File: config.mk
export PLATFORM = sky130hd
export DESIGN_NAME = addsub_unit
export DESIGN_NICKNAME = d
export VERILOG_FILES = /design/src/rtl/addsub_pkg.sv /design/src/rtl/addsub_bmux.sv /design/src/rtl/addsub_core.sv /design/src/rtl/addsub_cmp.sv /design/src/rtl/addsub_flags.sv /design/src/rtl/addsub_unit.sv
export SDC_FILE = /design/constraint.sdc
export NUM_CORES = 1
export LEC_CHECK = 0
export ABC_AREA = 1
export ABC_CLOCK_PERIOD_IN_PS = 5500
export BUFFER_PORTS_ARGS = -buffer_cell sky130_fd_sc_hd__buf_2
export CAP_MARGIN = 20
export CORE_ASPECT_RATIO = 1.2
export CORE_UTILIZATION = 50
export DETAILED_ROUTE_END_ITERATION = 16
export GPL_TIMING_DRIVEN = 1
export PLACE_DENSITY_LB_ADDON = 0.1
export SYNTH_ARGS = -nofsm -noshare
export SYNTH_HDL_FRONTEND = slang
export SYNTH_SLANG_ARGS = --single-unit
File: constraint.sdc
create_clock -name clk -period 5.5 [get_ports clk]
set_input_delay 0.55 -clock clk [delete_from_list [all_inputs] [get_ports clk]]
set_output_delay 0.55 -clock clk [all_outputs]
set_load 0.05 [all_outputs]
File: src/rtl/addsub_pkg.sv
package addsub_pkg;

  typedef enum logic [1:0] {
    BSRC_REG  = 2'd0,
    BSRC_IMM  = 2'd1,
    BSRC_ZERO = 2'd2,
    BSRC_ONES = 2'd3
  } bsrc_e;

  typedef enum logic [1:0] {
    CSRC_ZERO  = 2'd0,
    CSRC_ONE   = 2'd1,
    CSRC_CARRY = 2'd2,
    CSRC_RSVD  = 2'd3
  } csrc_e;

  // bit order matches the explicit write port
  typedef struct packed {
    logic so;
    logic ov;
    logic ov32;
    logic ca;
    logic ca32;
  } stat_t;

  // signed overflow from operand and sum sign bits
  function automatic logic signed_ovf(input logic a_msb, input logic b_msb,
                                      input logic s_msb);
    return (a_msb == b_msb) && (s_msb != a_msb);
  endfunction

  // {lt, gt, eq, so} from a signed sign/zero pair
  function automatic logic [3:0] cond_pack(input logic neg, input logic zero,
                                           input logic so);
    return {neg, (!neg && !zero), zero, so};
  endfunction

endpackage

File: src/rtl/addsub_bmux.sv
module addsub_bmux
  import addsub_pkg::*;
#(
  parameter int W = 64
) (
  input  logic [W-1:0] reg_b,
  input  logic [W-1:0] imm,
  input  logic [1:0]   sel,
  output logic [W-1:0] b_out
);
  always_comb begin
    unique case (bsrc_e'(sel))
      BSRC_REG:  b_out = reg_b;
      BSRC_IMM:  b_out = imm;
      BSRC_ZERO: b_out = '0;
      default:   b_out = '1;
    endcase
  end
endmodule

File: src/rtl/addsub_core.sv
module addsub_core
  import addsub_pkg::*;
#(
  parameter int W = 64
) (
  input  logic [W-1:0] a,
  input  logic         inv_a,
  input  logic [W-1:0] b,
  input  logic         cin,
  output logic [W-1:0] sum,
  output logic         ca,
  output logic         ca32,
  output logic         ov,
  output logic         ov32
);
  localparam int H  = W / 2;
  localparam int HU = W - H;

  logic [W-1:0] aa;
  logic [H:0]   lo_sum;
  logic [HU:0]  hi_sum;

  assign aa     = inv_a ? ~a : a;
  assign lo_sum = {1'b0, aa[H-1:0]} + {1'b0, b[H-1:0]} + {{H{1'b0}}, cin};
  assign hi_sum = {1'b0, aa[W-1:H]} + {1'b0, b[W-1:H]} + {{HU{1'b0}}, lo_sum[H]};

  assign sum  = {hi_sum[HU-1:0], lo_sum[H-1:0]};
  assign ca   = hi_sum[HU];
  assign ca32 = lo_sum[H];
  assign ov   = signed_ovf(aa[W-1], b[W-1], sum[W-1]);
  assign ov32 = signed_ovf(aa[H-1], b[H-1], sum[H-1]);
endmodule

File: src/rtl/addsub_cmp.sv
module addsub_cmp #(
  parameter int W = 64
) (
  input  logic [W-1:0] a,
  input  logic [W-1:0] b,
  output logic         lt,
  output logic         gt,
  output logic         eq
);
  assign lt = $signed(a) < $signed(b);
  assign gt = $signed(a) > $signed(b);
  assign eq = (a == b);
endmodule

File: src/rtl/addsub_flags.sv
module addsub_flags
  import addsub_pkg::*;
(
  input  logic  clk,
  input  logic  rst_n,
  input  logic  wr_en,
  input  stat_t wr_val,
  input  logic  ins_en,
  input  logic  ca_en,
  input  logic  ov_en,
  input  logic  ca_new,
  input  logic  ca32_new,
  input  logic  ov_new,
  input  logic  ov32_new,
  output stat_t cur,
  output logic  so_ins
);
  stat_t nxt;

  // SO as seen by the issuing instruction
  assign so_ins = cur.so | (ins_en & ov_en & ov_new);

  always_comb begin
    nxt = cur;
    if (wr_en) begin
      nxt = wr_val;
    end else if (ins_en) begin
      if (ca_en) begin
        nxt.ca   = ca_new;
        nxt.ca32 = ca32_new;
      end
      if (ov_en) begin
        nxt.ov   = ov_new;
        nxt.ov32 = ov32_new;
        nxt.so   = so_ins;
      end
    end
  end

  always_ff @(posedge clk or negedge rst_n) begin
    if (!rst_n) cur <= '0;
    else        cur <= nxt;
  end
endmodule

File: src/rtl/addsub_unit.sv
module addsub_unit
  import addsub_pkg::*;
#(
  parameter int W = 64
) (
  input  logic         clk,
  input  logic         rst_n,
  input  logic         in_valid,
  input  logic         in_op,
  input  logic [W-1:0] in_a,
  input  logic [W-1:0] in_b,
  input  logic [W-1:0] in_imm,
  input  logic [1:0]   in_bsel,
  input  logic [1:0]   in_csel,
  input  logic         in_inv_a,
  input  logic         in_ca_en,
  input  logic         in_ov_en,
  input  logic         in_rec,
  input  logic         st_wr,
  input  logic [4:0]   st_wdata,
  output logic         out_valid,
  output logic [W-1:0] out_result,
  output logic         cr_valid,
  output logic [3:0]   cr_field,
  output logic         st_ca,
  output logic         st_ca32,
  output logic         st_ov,
  output logic         st_ov32,
  output logic         st_so
);
  // named internal events, also observed by the checker
  logic         add_fire;
  logic         cmp_fire;
  logic [W-1:0] b_val;
  logic         cin;
  logic [W-1:0] core_sum;
  logic         core_ca;
  logic         core_ca32;
  logic         core_ov;
  logic         core_ov32;
  logic         so_ins;
  logic         cmp_lt;
  logic         cmp_gt;
  logic         cmp_eq;
  logic [3:0]   cr_next;
  stat_t        stat;

  assign add_fire = in_valid && !in_op;
  assign cmp_fire = in_valid &&  in_op;

  addsub_bmux #(.W(W)) u_bmux (
    .reg_b (in_b),
    .imm   (in_imm),
    .sel   (in_bsel),
    .b_out (b_val)
  );

  always_comb begin
    unique case (csrc_e'(in_csel))
      CSRC_ONE:   cin = 1'b1;
      CSRC_CARRY: cin = stat.ca;
      default:    cin = 1'b0;
    endcase
  end

  addsub_core #(.W(W)) u_core (
    .a     (in_a),
    .inv_a (in_inv_a),
    .b     (b_val),
    .cin   (cin),
    .sum   (core_sum),
    .ca    (core_ca),
    .ca32  (core_ca32),
    .ov    (core_ov),
    .ov32  (core_ov32)
  );

  addsub_cmp #(.W(W)) u_cmp (
    .a  (in_a),
    .b  (b_val),
    .lt (cmp_lt),
    .gt (cmp_gt),
    .eq (cmp_eq)
  );

  addsub_flags u_flags (
    .clk      (clk),
    .rst_n    (rst_n),
    .wr_en    (st_wr),
    .wr_val   (stat_t'(st_wdata)),
    .ins_en   (add_fire),
    .ca_en    (in_ca_en),
    .ov_en    (in_ov_en),
    .ca_new   (core_ca),
    .ca32_new (core_ca32),
    .ov_new   (core_ov),
    .ov32_new (core_ov32),
    .cur      (stat),
    .so_ins   (so_ins)
  );

  always_comb begin
    if (cmp_fire) cr_next = {cmp_lt, cmp_gt, cmp_eq, stat.so};
    else          cr_next = cond_pack(core_sum[W-1], core_sum == '0, so_ins);
  end

  always_ff @(posedge clk or negedge rst_n) begin
    if (!rst_n) begin
      out_valid  <= 1'b0;
      out_result <= '0;
      cr_valid   <= 1'b0;
      cr_field   <= '0;
    end else begin
      out_valid <= add_fire;
      cr_valid  <= cmp_fire || (add_fire && in_rec);
      if (add_fire) out_result <= core_sum;
      if (cmp_fire || (add_fire && in_rec)) cr_field <= cr_next;
    end
  end

  assign st_ca   = stat.ca;
  assign st_ca32 = stat.ca32;
  assign st_ov   = stat.ov;
  assign st_ov32 = stat.ov32;
  assign st_so   = stat.so;
endmodule

==> results of run 1 <==
registers in the layout (all words and copies together), names as in the netlist:
signal / count
cr_field: 4
cr_valid: 1
out_result: 64
out_valid: 1
u_flags.cur: 5
area by class of cell:
cell class,count,area [um2],area share
inverter,351,1320,0.0996
sequential,75,1880,0.142
tap,274,343,0.0259
clock buffer,9,225,0.0170
antenna,6,15.0,0.00114
clock inverter,7,57.6,0.00435
multi-input combinational,1387,7760,0.587
timing repair buffer,307,1630,0.123
critical path: cells and delay by family:
family / cells / cell delay (ns)
AND/OR/NAND/NOR: 22 / 2.28
adder cells (fa/ha/maj): 3 / 1.03
buffers and inverters: 6 / 0.71
AO/OA/AOI/OAI: 4 / 0.58
power breakdown:
part / switching, W / internal (W) / leakage [nW] / total, W
Combinational: 0.00173 / 0.000698 / 6.96 / 0.00243
Clock: 0.000285 / 0.000314 / 0.135 / 0.000598
Sequential: 0.0000978 / 0.000690 / 0.901 / 0.000788
Total: 0.00211 / 0.00170 / 7.99 / 0.00381
stage by stage:
step | setup slack (ns) | cells
global route | 0.0360 | 2414
CTS | 0.506 | 2410
finish | 0.562 | 2416
global placement | 0.324 | 2394
floorplan | 0.921 | 1853
detailed placement | 0.187 | 2394
worst max path at each step:
stage	end	slack, ns	cells past startpoint
detailed placement	cr_field[2]	0.19	35
CTS	cr_field[2]	0.51	35
floorplan	cr_field[2]	0.92	34
finish	cr_field[2]	0.56	35
global route	cr_field[2]	0.04	35
global placement	cr_field[2]	0.32	35
layout by cell type, fill, tap and decap left out, types with 22 or more instances in the layout:
| cell | instances |
|---|---|
| nand2_1 | 640 |
| a21oi_1 | 73 |
| ha_1 | 128 |
| o21ai_0 | 67 |
| nand4_1 | 22 |
| buf_4 | 22 |
| nor2_1 | 126 |
| nand3_1 | 84 |
| inv_1 | 343 |
| dfrtp_1 | 75 |
| buf_2 | 282 |
| xor2_1 | 71 |
| a221oi_1 | 62 |
timing repair:
action	in CTS	in global routing
endpoints found under the hold margin	0	0
resized for setup	0	2
hold buffers	0	0
setup endpoints to repair	0	1
metal layers:
layer / GRT usage / share of wire
met1: 0.383 / 0.37
met2: 0.665 / 0.51
met3: 0.0455 / 0.047
met4: 0.249 / 0.071
met5: 0 / 0
cells by family after synthesis:
family | share of synthesized area
flip-flops | 0.169
XOR/XNOR | 0.0617
AND/OR/NAND/NOR | 0.356
buffers and inverters | 0.133
adder cells (fa/ha/maj) | 0.150
AO/OA/AOI/OAI | 0.130
==> reports/results.tsv, run 1 <==
stage	metric	value	unit
floorplan	die area	22800	um2
clock_network	H-tree depth	3	
layout	Syn-to-layout area delta	19.3	%
sta	Setup TNS	0	ns
power_and_ir_drop	Pwr per Cell Area	289	nW/um2
global_routing	initial antenna violation count	4	
floorplan	Initial Util	0.511	
job	number of max-cap violations	0	
global_routing	total grt overflow	0	
floorplan	chip width	138	um
layout	fillers	2218	
critical_path	WP data required	5.73	ns
sta	Max Freq	203	MHz
global_routing	first-pass GRT wire length	61900	um
yosys	Yosys top cell area share	0.217	
global_routing	vias in the first global route	12100	
route	DRT iter0 DRCs	746	
floorplan	std cell rows	59	
clock_network	CTS Buf Count	9	
yosys	Synth Instances	1853	
critical_path	Setup crit start	in_bsel[0]	
yosys	Post-synth top flop	dfrtp_1	
floorplan	die height	165	um
route	DRC errors left	0	
sta	Slew Limit Headroom	0.405	
route	vias after detailed routing	13000	
placed_design	post-DP HPWL	35500	um
yosys	most common cell in the netlist	nand2_1	
clock_network	CTS sink cnt	75	
sta	crit path time final	4.94	ns
clock_network	CTS root buf	clkbuf_16	
outcome	outcome	complete, no violations	
worst_hold_path	worst hold path class	input port to asynchronous set/reset pin	
critical_path	CP max stage cell	fa_1	
clock_network	later-pin clock latency in the skew report	0.36	ns
yosys	synth top area cells	nand2_1, dfrtp_1, ha_1, inv_1, xor2_1	
critical_path	worst-path maximum fanout	30	
route	Antenna Violating Nets Remaining	0	
layout	share of cells above drive strength 1	0.173	
critical_path	CP Data Arrival Time	5.17	ns
critical_path	Startpoint Class	input port	
yosys	Synth Net Count	2194	
power_and_ir_drop	Final Power	0.00381	W
placed_design	IO buf count	284	
floorplan	Placeable Area	21700	um2
layout	final net count	2472	
yosys	Post-synth top cells	nand2_1, inv_1, nor2_1	
sta	unrepaired setup endpoints after global routing	no	
clock_network	post-CTS setup buffers	0	
yosys	synthesis warning total	0	
sta	worst hold slack	0.131	ns
yosys	number of synthesized flops with an enable pin	0	
power_and_ir_drop	Max rail drop VDD	0.307	mV
yosys	register bit total from synthesis	75	
global_routing	Total Routing Usage GR	0.363	
route	drt first pass iters	7	
layout	Core Util, Final	0.609	
sta	Fin Clk Skew	0.00932	ns
layout	Final Instance Area	13200	um2
critical_path	reg2reg path depth	32	
critical_path	endpoint class of the critical path	register	
yosys	syn_area_per_cell	5.98	um2
critical_path	CP Class	input port to register	
critical_path	Crit path largest cell delay	0.40	ns
sta	fin. max-slew vios	0	
sta	endpoints failing setup	0	
clock_network	Clock transition at path regs	0.08	ns
critical_path	most frequent cell on the critical path	nand2_1	
yosys	register area share after synthesis	0.169	
yosys	Synth cell types	39	
power_and_ir_drop	Pleak	7.99	nW
critical_path	R2R Path Start	u_flags.cur[1]	
sta	worst-margin pin slew	0.893	ns
placed_design	DP Area	12900	um2
critical_path	R2R Setup Slk	0.74	ns
yosys	FFs w/ async S/R, synth	1.00	
sta	Fin. Hold Viols	0	
route	WL per Instance	17.2	um
route	Vias/cell	5.39	
placed_design	RD Place Congestion	1.05	
clock_network	CTS tree	done	
yosys	synthesized area	11100	um2
clock_network	clk buf depth	2	
floorplan	num ports	285	
sta	final worst path period share	0.898	
route	routed wire length	41700	um
global_routing	largest net degree at the start of global routing	63	
yosys	post-synth top area cell	nand2_1	
critical_path	R2R Path End	cr_field[2]	
No activity file was read; power rests on OpenSTA's default activity.
==> run 2, diff against run 1 <==
--- a/config.mk
+++ b/config.mk
@@ -13,7 +13,7 @@
 export CORE_UTILIZATION = 50
 export DETAILED_ROUTE_END_ITERATION = 16
 export GPL_TIMING_DRIVEN = 1
-export PLACE_DENSITY_LB_ADDON = 0.1
+export PLACE_DENSITY_LB_ADDON = 0.08
 export SYNTH_ARGS = -nofsm -noshare
 export SYNTH_HDL_FRONTEND = slang
 export SYNTH_SLANG_ARGS = --single-unit
==> run 2 against run 1 <==
Against the previous run: die area unchanged; fmax down 0.56%; routed wire length decreased by 1.4%; critical path depth is 2 lower; power is 1.6% higher; critical endpoint unchanged; highest routed layer unchanged.
==> reports/results.tsv, run 2 (synthesis results as in run 1) <==
stage	metric	value	unit	change
outcome	outcome	complete, no violations		
global_routing	vias in the first global route	12100		+0.50%
layout	register area	1880	um2	unchanged
floorplan	die area	22800	um2	unchanged
layout	Syn-to-layout area delta	19.6	%	
global_routing	first-pass GRT wire length	61700	um	-0.30%
placed_design	Placed Cells	2395		+0.042%
critical_path	CP Data Arrival Time	5.20	ns	+0.03 ns
clock_network	CTS sink cnt	75		unchanged
route	vias after detailed routing	12900		-1.1%
floorplan	chip width	138	um	unchanged
critical_path	R2R Path End	cr_field[2]		
route	WL per Instance	17.0	um	-1.2%
floorplan	num ports	285		unchanged
worst_hold_path	worst hold path class	input port to asynchronous set/reset pin		
clock_network	clk buf depth	2		unchanged
sta	endpoints failing setup	0		unchanged
power_and_ir_drop	Pleak	8.01	nW	+0.30%
layout	Largest regs	out_result: 64 flops, u_flags.cur: 5 flops, cr_field: 4 flops		
sta	worst-margin pin slew	1.05	ns	+0.154 ns
layout	Non-Filler Instances	2412		-0.17%
critical_path	Startpoint Class	input port		
floorplan	Placeable Area	21700	um2	unchanged
critical_path	endpoint class of the critical path	register		
clock_network	CTS Buf Count	9		unchanged
layout	max reg flops	64		unchanged
critical_path	WP data required	5.74	ns	about the same
layout	Top reg by flops	out_result		
floorplan	Initial Util	0.511		unchanged
placed_design	RD Place Congestion	1.00		-4.1%
route	drt first pass iters	5		-2
layout	area of the multi-input gates	7770	um2	about the same
critical_path	CP bufs+invs	6		unchanged
layout	share of cells above drive strength 1	0.174		+0.000468
sta	unrepaired setup endpoints after global routing	no		
floorplan	die height	165	um	unchanged
sta	Setup TNS	0	ns	unchanged
job	number of max-cap violations	0		unchanged
power_and_ir_drop	Pwr per Cell Area	292	nW/um2	+1.3%
floorplan	std cell rows	59		unchanged
critical_path	CP Class	input port to register		
layout	most frequent cells in the layout	nand2_1, inv_1, buf_2, ha_1, nor2_1		
sta	crit path time final	4.97	ns	+0.0277 ns
critical_path	CP max stage cell	a221oi_2		
sta	fin. max-slew vios	0		unchanged
critical_path	reg2reg path depth	34		+6.3%
clock_network	Clock transition at path regs	0.07	ns	about the same
layout	final net count	2473		+0.040%
clock_network	H-tree depth	3		unchanged
critical_path	R2R Path Start	u_flags.cur[1]		
route	Vias/cell	5.34		-0.89%
route	DRT iter0 DRCs	827		+11%
global_routing	initial antenna violation count	2		-2
sta	final worst path period share	0.903		+0.00504
critical_path	R2R Setup Slk	0.90	ns	+0.16 ns
sta	Slew Limit Headroom	0.300		-0.104
critical_path	Crit path largest cell delay	0.41	ns	about the same
sta	Fin. Hold Viols	0		unchanged
clock_network	post-CTS setup buffers	0		unchanged
layout	commonest non-fill, non-tap cell in the layout	nand2_1		
layout	fillers	2165		-2.4%
critical_path	family with the most delay on the worst path	simple AND/OR/NAND/NOR gates		
layout	Core Util, Final	0.611		+0.00150
route	routed wire length	41100	um	-1.4%
sta	worst setup slack after layout	0.534	ns	-0.0277 ns
global_routing	Total Routing Usage GR	0.360		-0.00318
global_routing	largest net degree at the start of global routing	61		-3.2%
sta	Fin Clk Skew	0.00848	ns	-0.000843 ns
power_and_ir_drop	Max rail drop VDD	0.283	mV	-7.8%
clock_network	CTS root buf	clkbuf_16		
clock_network	later-pin clock latency in the skew report	0.35	ns	about the same
critical_path	worst-path maximum fanout	49		+63%
sta	Max Freq	201	MHz	-0.56%
global_routing	total grt overflow	0		unchanged
critical_path	most frequent cell on the critical path	nand2_1		
clock_network	Resized cells post-CTS	0		unchanged
clock_network	Hold-fix buffers, CTS	0		unchanged
placed_design	dpl ws	-0.0127	ns	-0.199 ns
placed_design	post-DP HPWL	35200	um	-0.80%
clock_network	CTS tree	done		
route	Antenna Violating Nets Remaining	0		unchanged
placed_design	IO buf count	284		unchanged
route	DRC errors left	0		unchanged
run 2: changes by cell type in the layout (fill, tap and decap cells not counted), moves of 2 or more:
cell | before | now
buf_4 | 22 | 24
bufinv_16 | 0 | 2
inv_6 | 3 | 1
diode_2 | 6 | 2
run 2: area by class of cell:
type / instances / share of cell area
clock buffers: 9 / 0.0170
inverters: 351 / 0.0994
multi-input cells: 1387 / 0.586
diodes: 2 / 0.000378
well taps: 274 / 0.0259
repair buffers: 308 / 0.123
clock inverters: 6 / 0.00680
flip-flops and latches: 75 / 0.142
run 2: worst max-delay path by stage:
stage               startpoint     endpoint  slack (ns)  cells past startpoint
floorplan           in_bsel[0]  cr_field[2]        0.92                     34
global placement    in_bsel[1]  cr_field[2]        0.04                     33
detailed placement  in_bsel[1]  cr_field[2]       -0.01                     33
CTS                 in_bsel[1]  cr_field[2]        0.34                     33
global route        in_bsel[1]  cr_field[1]        0.05                     34
finish              in_bsel[1]  cr_field[2]        0.53                     33
run 2: routing by layer:
metal / share of wire / track usage
met2: 0.51 / 0.660
met4: 0.059 / 0.213
met1: 0.38 / 0.394
met3: 0.049 / 0.0415
met5: 0 / 0
run 2: power breakdown:
| group | switching (W) | total (W) | internal [W] | leakage, nW |
|---|---|---|---|---|
| Combinational | 0.00173 | 0.00243 | 0.000705 | 6.96 |
| Sequential | 0.0000985 | 0.000789 | 0.000691 | 0.901 |
| Clock | 0.000256 | 0.000653 | 0.000397 | 0.152 |
run 2: metrics by stage:
stage	power (W)	hold slack, ns	cell area, um2
detailed placement	0.00320	0.464	12900
global route	0.00414	0.173	13300
finish	0.00387	0.138	13300
floorplan	0.00244	0.254	11100
CTS	0.00386	0.155	13200
global placement	0.00318	0.459	12900
